**config.mk**
```make
export PLATFORM = sky130hd
export DESIGN_NAME = mp_uart_tx
export DESIGN_NICKNAME = d
export VERILOG_FILES = /design/src/rtl/mptx_pkg.sv /design/src/rtl/mptx_hostregs.sv /design/src/rtl/mptx_bittimer.sv /design/src/rtl/mp_uart_tx.sv
export SDC_FILE = /design/constraint.sdc
export NUM_CORES = 1
export LEC_CHECK = 0
export CORE_MARGIN = 2
export CORE_UTILIZATION = 55
export DETAILED_ROUTE_END_ITERATION = 6
export GPL_ROUTABILITY_DRIVEN = 0
export PLACE_DENSITY = 0.79
export REMOVE_ABC_BUFFERS = 1
export SLEW_MARGIN = 20
export SYNTH_ARGS = -nofsm -noshare
export SYNTH_HDL_FRONTEND = slang
export SYNTH_HIERARCHICAL = 1
export SYNTH_SLANG_ARGS = --single-unit
```
**constraint.sdc**
```tcl
create_clock -name clk -period 4.59 [get_ports clk]
set_clock_uncertainty 0.1 [all_clocks]
set_input_delay 0.918 -clock clk [delete_from_list [all_inputs] [get_ports clk]]
set_output_delay 0.918 -clock clk [all_outputs]
set_load 0.02 [all_outputs]
```
**src/rtl/mptx_pkg.sv**
```systemverilog
package mptx_pkg;
    typedef enum logic [2:0] {
        S_OFF,
        S_MARK,
        S_IDLE,
        S_START,
        S_DATA,
        S_MPB,
        S_STOP
    } tx_state_e;
endpackage

```
**src/rtl/mptx_hostregs.sv**
```systemverilog
module mptx_hostregs #(
    parameter int DATA_BITS = 8
) (
    input  logic                 clk,
    input  logic                 rst_n,
    input  logic                 data_we,
    input  logic [DATA_BITS-1:0] data_in,
    input  logic                 mpb_we,
    input  logic                 mpb_in,
    input  logic                 tdre_clr,
    input  logic                 load,
    output logic [DATA_BITS-1:0] hold_q,
    output logic                 mpbt_q,
    output logic                 tdre_q
);
    always_ff @(posedge clk or negedge rst_n) begin
        if (!rst_n) begin
            hold_q <= '0;
            mpbt_q <= 1'b0;
            tdre_q <= 1'b1;
        end else begin
            if (data_we) hold_q <= data_in;
            if (mpb_we)  mpbt_q <= mpb_in;
            // A byte taken by the shifter frees the holding register.
            if (load)
                tdre_q <= 1'b1;
            else if (tdre_clr && tdre_q)
                tdre_q <= 1'b0;
        end
    end
endmodule

```
**src/rtl/mptx_bittimer.sv**
```systemverilog
module mptx_bittimer #(
    parameter int TICKS_PER_BIT = 16
) (
    input  logic clk,
    input  logic rst_n,
    input  logic run,
    input  logic baud_tick,
    output logic bit_end
);
    localparam int CW = (TICKS_PER_BIT > 1) ? $clog2(TICKS_PER_BIT) : 1;
    localparam logic [CW-1:0] LAST = CW'(TICKS_PER_BIT - 1);

    logic [CW-1:0] cnt_q;

    assign bit_end = run && baud_tick && (cnt_q == LAST);

    always_ff @(posedge clk or negedge rst_n) begin
        if (!rst_n)
            cnt_q <= '0;
        else if (!run)
            cnt_q <= '0;
        else if (baud_tick)
            cnt_q <= (cnt_q == LAST) ? '0 : cnt_q + 1'b1;
    end
endmodule

```
**src/rtl/mp_uart_tx.sv**
```systemverilog
module mp_uart_tx
    import mptx_pkg::*;
#(
    parameter int DATA_BITS     = 8,
    parameter int TICKS_PER_BIT = 16
) (
    input  logic                 clk,
    input  logic                 rst_n,
    input  logic                 baud_tick,
    input  logic                 tx_en,
    input  logic                 brk_ovr,
    input  logic                 data_we,
    input  logic [DATA_BITS-1:0] data_in,
    input  logic                 mpb_we,
    input  logic                 mpb_in,
    input  logic                 tdre_clr,
    output logic                 txd,
    output logic                 tdre,
    output logic                 tend,
    output logic                 mpbt
);
    localparam int FRAME_BITS = DATA_BITS + 3;
    localparam int IDX_W      = $clog2(FRAME_BITS + 1);
    localparam logic [IDX_W-1:0] LAST_DATA  = IDX_W'(DATA_BITS - 1);
    localparam logic [IDX_W-1:0] LAST_FRAME = IDX_W'(FRAME_BITS - 1);

    tx_state_e state_q, state_d;
    logic [IDX_W-1:0]   bit_idx_q;
    logic [DATA_BITS:0] shreg_q;
    logic [DATA_BITS-1:0] hold_q;
    logic tend_q, line;
    logic run, bit_end, load;

    assign run  = tx_en && (state_q != S_OFF) && (state_q != S_IDLE);
    assign load = tx_en && !tdre &&
                  ((state_q == S_IDLE) || (state_q == S_STOP && bit_end));

    mptx_hostregs #(.DATA_BITS(DATA_BITS)) u_regs (
        .clk      (clk),
        .rst_n    (rst_n),
        .data_we  (data_we),
        .data_in  (data_in),
        .mpb_we   (mpb_we),
        .mpb_in   (mpb_in),
        .tdre_clr (tdre_clr),
        .load     (load),
        .hold_q   (hold_q),
        .mpbt_q   (mpbt),
        .tdre_q   (tdre)
    );

    mptx_bittimer #(.TICKS_PER_BIT(TICKS_PER_BIT)) u_timer (
        .clk       (clk),
        .rst_n     (rst_n),
        .run       (run),
        .baud_tick (baud_tick),
        .bit_end   (bit_end)
    );

    // State register
    always_ff @(posedge clk or negedge rst_n) begin
        if (!rst_n) state_q <= S_OFF;
        else        state_q <= state_d;
    end

    // Next-state logic
    always_comb begin
        state_d = state_q;
        if (!tx_en) begin
            state_d = S_OFF;
        end else begin
            unique case (state_q)
                S_OFF:   state_d = S_MARK;
                S_MARK:  if (bit_end && bit_idx_q == LAST_FRAME) state_d = S_IDLE;
                S_IDLE:  if (load) state_d = S_START;
                S_START: if (bit_end) state_d = S_DATA;
                S_DATA:  if (bit_end && bit_idx_q == LAST_DATA) state_d = S_MPB;
                S_MPB:   if (bit_end) state_d = S_STOP;
                S_STOP:  if (bit_end) state_d = load ? S_START : S_IDLE;
                default: state_d = S_OFF;
            endcase
        end
    end

    // Datapath: bit index, shifter, end flag
    always_ff @(posedge clk or negedge rst_n) begin
        if (!rst_n) begin
            bit_idx_q <= '0;
            shreg_q   <= '0;
            tend_q    <= 1'b1;
        end else begin
            if (state_d != state_q)
                bit_idx_q <= '0;
            else if (bit_end)
                bit_idx_q <= bit_idx_q + 1'b1;

            if (load)
                shreg_q <= {mpbt, hold_q};
            else if (state_q == S_DATA && bit_end)
                shreg_q <= shreg_q >> 1;

            if (!tx_en)
                tend_q <= 1'b1;
            else if (load)
                tend_q <= 1'b0;
            else if (state_q == S_STOP && bit_end)
                tend_q <= 1'b1;
        end
    end

    // Output logic
    always_comb begin
        unique case (state_q)
            S_START:      line = 1'b0;
            S_DATA, S_MPB: line = shreg_q[0];
            default:      line = 1'b1;
        endcase
        if (tx_en) txd = line;
        else       txd = !brk_ovr;
    end

    assign tend = tend_q;
endmodule

```
==> key figures <==
Synth
  • Ys Warns: 6
  • Mapped Avg Cell Area: 11.05 µm²
  • Top cells by area, synth: dfrtp_1, mux2_4, mux2i_1
  • Mapped Area: between 1500 and 2000 µm²
  • Fraction of registers with async set/reset: 100.0%
  • Synth top cells by count: dfrtp_1, mux2_4, mux2i_1, nand2_2
  • Cell variety after synth: 46
  • Mapped Cells: 154
  • Register area share after synthesis: 45.74%
  • Number of synthesized flops with an enable pin: 0
  • Most common cell in the netlist: dfrtp_1
  • Register bit total from synthesis: 31
  • Cell taking the most area after synthesis: dfrtp_1
  • Most common flop cell mapped by yosys: dfrtp_1
  • Yosys top cell area share: between 40% and 50%

Worst setup path
  • WP data arrival: 2430 ps
  • CP Max Fanout: 8
  • Setup crit end kind: primary output
  • Crit start category: input pin
  • Crit Path Class: input pin to primary output
  • Critical Path RT: 3570 ps

CTS
  • PostCTS Resize Cnt: 0
  • Sinks on Clock Net: 31
  • Clock latency on the worst-skew pair: around 330 ps
  • Clock buffer depth: 2
  • H-tree depth: 2
  • TritonCTS buffer count: 5
  • Post-CTS Hold Buffers: 0
  • Setup Buffers After CTS: 0
  • CTS tree: done
  • Clk root buf: clkbuf_4
  • Clock-pin slew on the worst setup and hold paths: about 90 ps

Run
  • Max Cap Viol: 0

Power and ir drop
  • Comb power frac: 9.1%
  • Clock Power Share: 37.7%
  • Psw: about 0.00012 W
  • PwrDens: 276.0 nW/µm²
  • Share of power burned in registers: 53.2%
  • P_int: 0.0004277 W
  • Pleak: 0.8464 nW
  • Sw Ratio: 21.65%
  • Max IR drop VDD: 0.1902 mV

Floorplanning
  • Die footprint: 3555 µm²
  • IO Pins: 21
  • Initial Util: 56.67%
  • Chip width: slightly below 60 µm
  • # rows: 20
  • Height of the die: 59.62 µm
  • Core Region: 3003 µm²

Detailed routing
  • Via count: 1205
  • Pre-antenna DRT Iters: 4
  • Initial drt markers: 96
  • Vias per cell: 5.738
  • DR WL/cell: 13.78 µm
  • Post-route ant nets: 0
  • Post-route DRC: 0
  • Routed wire length: around 2900 µm

Layout
  • Final Cell Area: 1978 µm²
  • Share of layout cells above drive strength 1: 22.03%
  • Final Util: 65.88%
  • Area of the multi-input gates: 830.8 µm²
  • Area grow syn2layout: 16.25%
  • Antenna fix cells: 0
  • Fillers: 259
  • Register area: 778.2 µm²
  • Final net count: just under 200

STA
  • Worst hold slack: 392.4 ps
  • Finish-stage setup viols: 0
  • Slew headroom: 66.06%
  • Max-slew violation count: 0
  • Tcrit/Tclk final: around 75%
  • Setup TNS: 0 ps
  • RSZ-0062 raised after global routing: no
  • Top achievable clock speed: just under 0.3 GHz
  • Min Tclk post-route: 3449 ps
  • Worst-Margin Slew: 507.5 ps
  • Hold Violations, Final: 0

Global routing
  • Congestion Overflow GR: 0
  • Largest net degree at the start of global routing: 32
  • Initial antenna violation count: 0
  • Vias in the first global route: 1134
  • Global-route wire length before repair: between 4000 and 5000 µm
  • Gr usage total: 18.88%

Placement
  • Post-Place Cell Area: 1903 µm²
  • IO Port Bufs: 20
  • Dpl hpwl: slightly above 2000 µm

Status
  • Outcome: complete, no violations

Min path
  • Min-delay worst type: flip-flop to flip-flop
## sequential cells by signal, indices dropped and copies added (netlist names)
| name | count |
|---|---|
| tend | 1 |
| u_regs/tdre_q | 1 |
| shreg_q | 9 |
| u_regs/hold_q | 8 |
| u_regs/mpbt_q | 1 |
| u_timer/cnt_q | 4 |
| bit_idx_q | 4 |
| state_q | 3 |
## routing by layer
layer / global-route usage, % / vias up / wire length, µm
met5: 0 / - / 0
met4: 4.444 / 0 / 25
met3: 7.860 / 4 / 144
met2: 29.98 / 30 / 1415
met1: 24.12 / 573 / 1307
li1: - / 598 / -
## layout by cell type (no fill, tap or decap), drive strengths merged, types with 2 or more instances in the layout
master	n
a21boi	2
nor2b	3
a31oi	2
inv	8
mux2i	8
a21o	3
xnor2	2
ha	3
xor2	2
nand2b	3
nor3	5
nand2	15
clkdlybuf4s50	20
mux2	9
clkbuf	7
a22o	2
buf	3
nor2	6
dfstp	2
nand3	3
o21ai	13
a211oi	2
dfrtp	29
nand3b	2
nand4	2
a21oi	7
## per-stage QoR
step	cells	setup WS, ps	power (W)
after global placement	202	1152	0.0003442
after global routing	210	1030	0.0005788
after detailed placement	202	1007	0.0003459
after CTS	210	1119	0.0005557
after floorplan	146	1159	0.0003157
final	210	1141	0.0005459
## power groups by stage
stage / clock network, W / registers, W / logic [W]
after floorplan: 0 / 0.000295 / 0.0000210
after global placement: 0 / 0.000295 / 0.0000489
after detailed placement: 0 / 0.000296 / 0.0000502
after CTS: 0.000215 / 0.000291 / 0.0000506
after global routing: 0.000233 / 0.000292 / 0.0000539
final: 0.000206 / 0.000291 / 0.0000495
## worst max-delay path, stage by stage
cell             delay (ps)
clkdlybuf4s50_1         600
o311ai_0                180
o21ai_0                 110
clkdlybuf4s50_1         620
## worst paths after layout
check | endpoint | depth (start not counted) | slack, ps | from
min in group asynchronous | bit_idx_q[3] | 2 | 880 | rst_n
hold / removal | tend | 2 | 390 | tend
hold reg to reg | tend | 2 | 390 | tend
setup reg to reg | shreg_q[4] | 10 | 1820 | state_q[0]
max in group asynchronous | u_regs/tdre_q | 2 | 3180 | rst_n
setup / recovery | txd | 4 | 1140 | tx_en
## area by class of cell
class                   count  share of cell area [%]
multi-input cells         107                   42.00
flip-flops and latches     31                   39.34
repair buffers             23                   11.26
clock buffers               7                   2.277
well taps                  33                   2.087
clock inverters             1                   1.518
inverters                   8                   1.518
## cell families after synthesis
group	synth area share (%)
AND/OR/NAND/NOR	16.25
AO/OA/AOI/OAI	15.88
flip-flops	45.74
multiplexers	12.43
buffers and inverters	5.441
XOR/XNOR	2.059
adder cells (fa/ha/maj)	2.206
No activity file was read; power rests on OpenSTA's default activity.
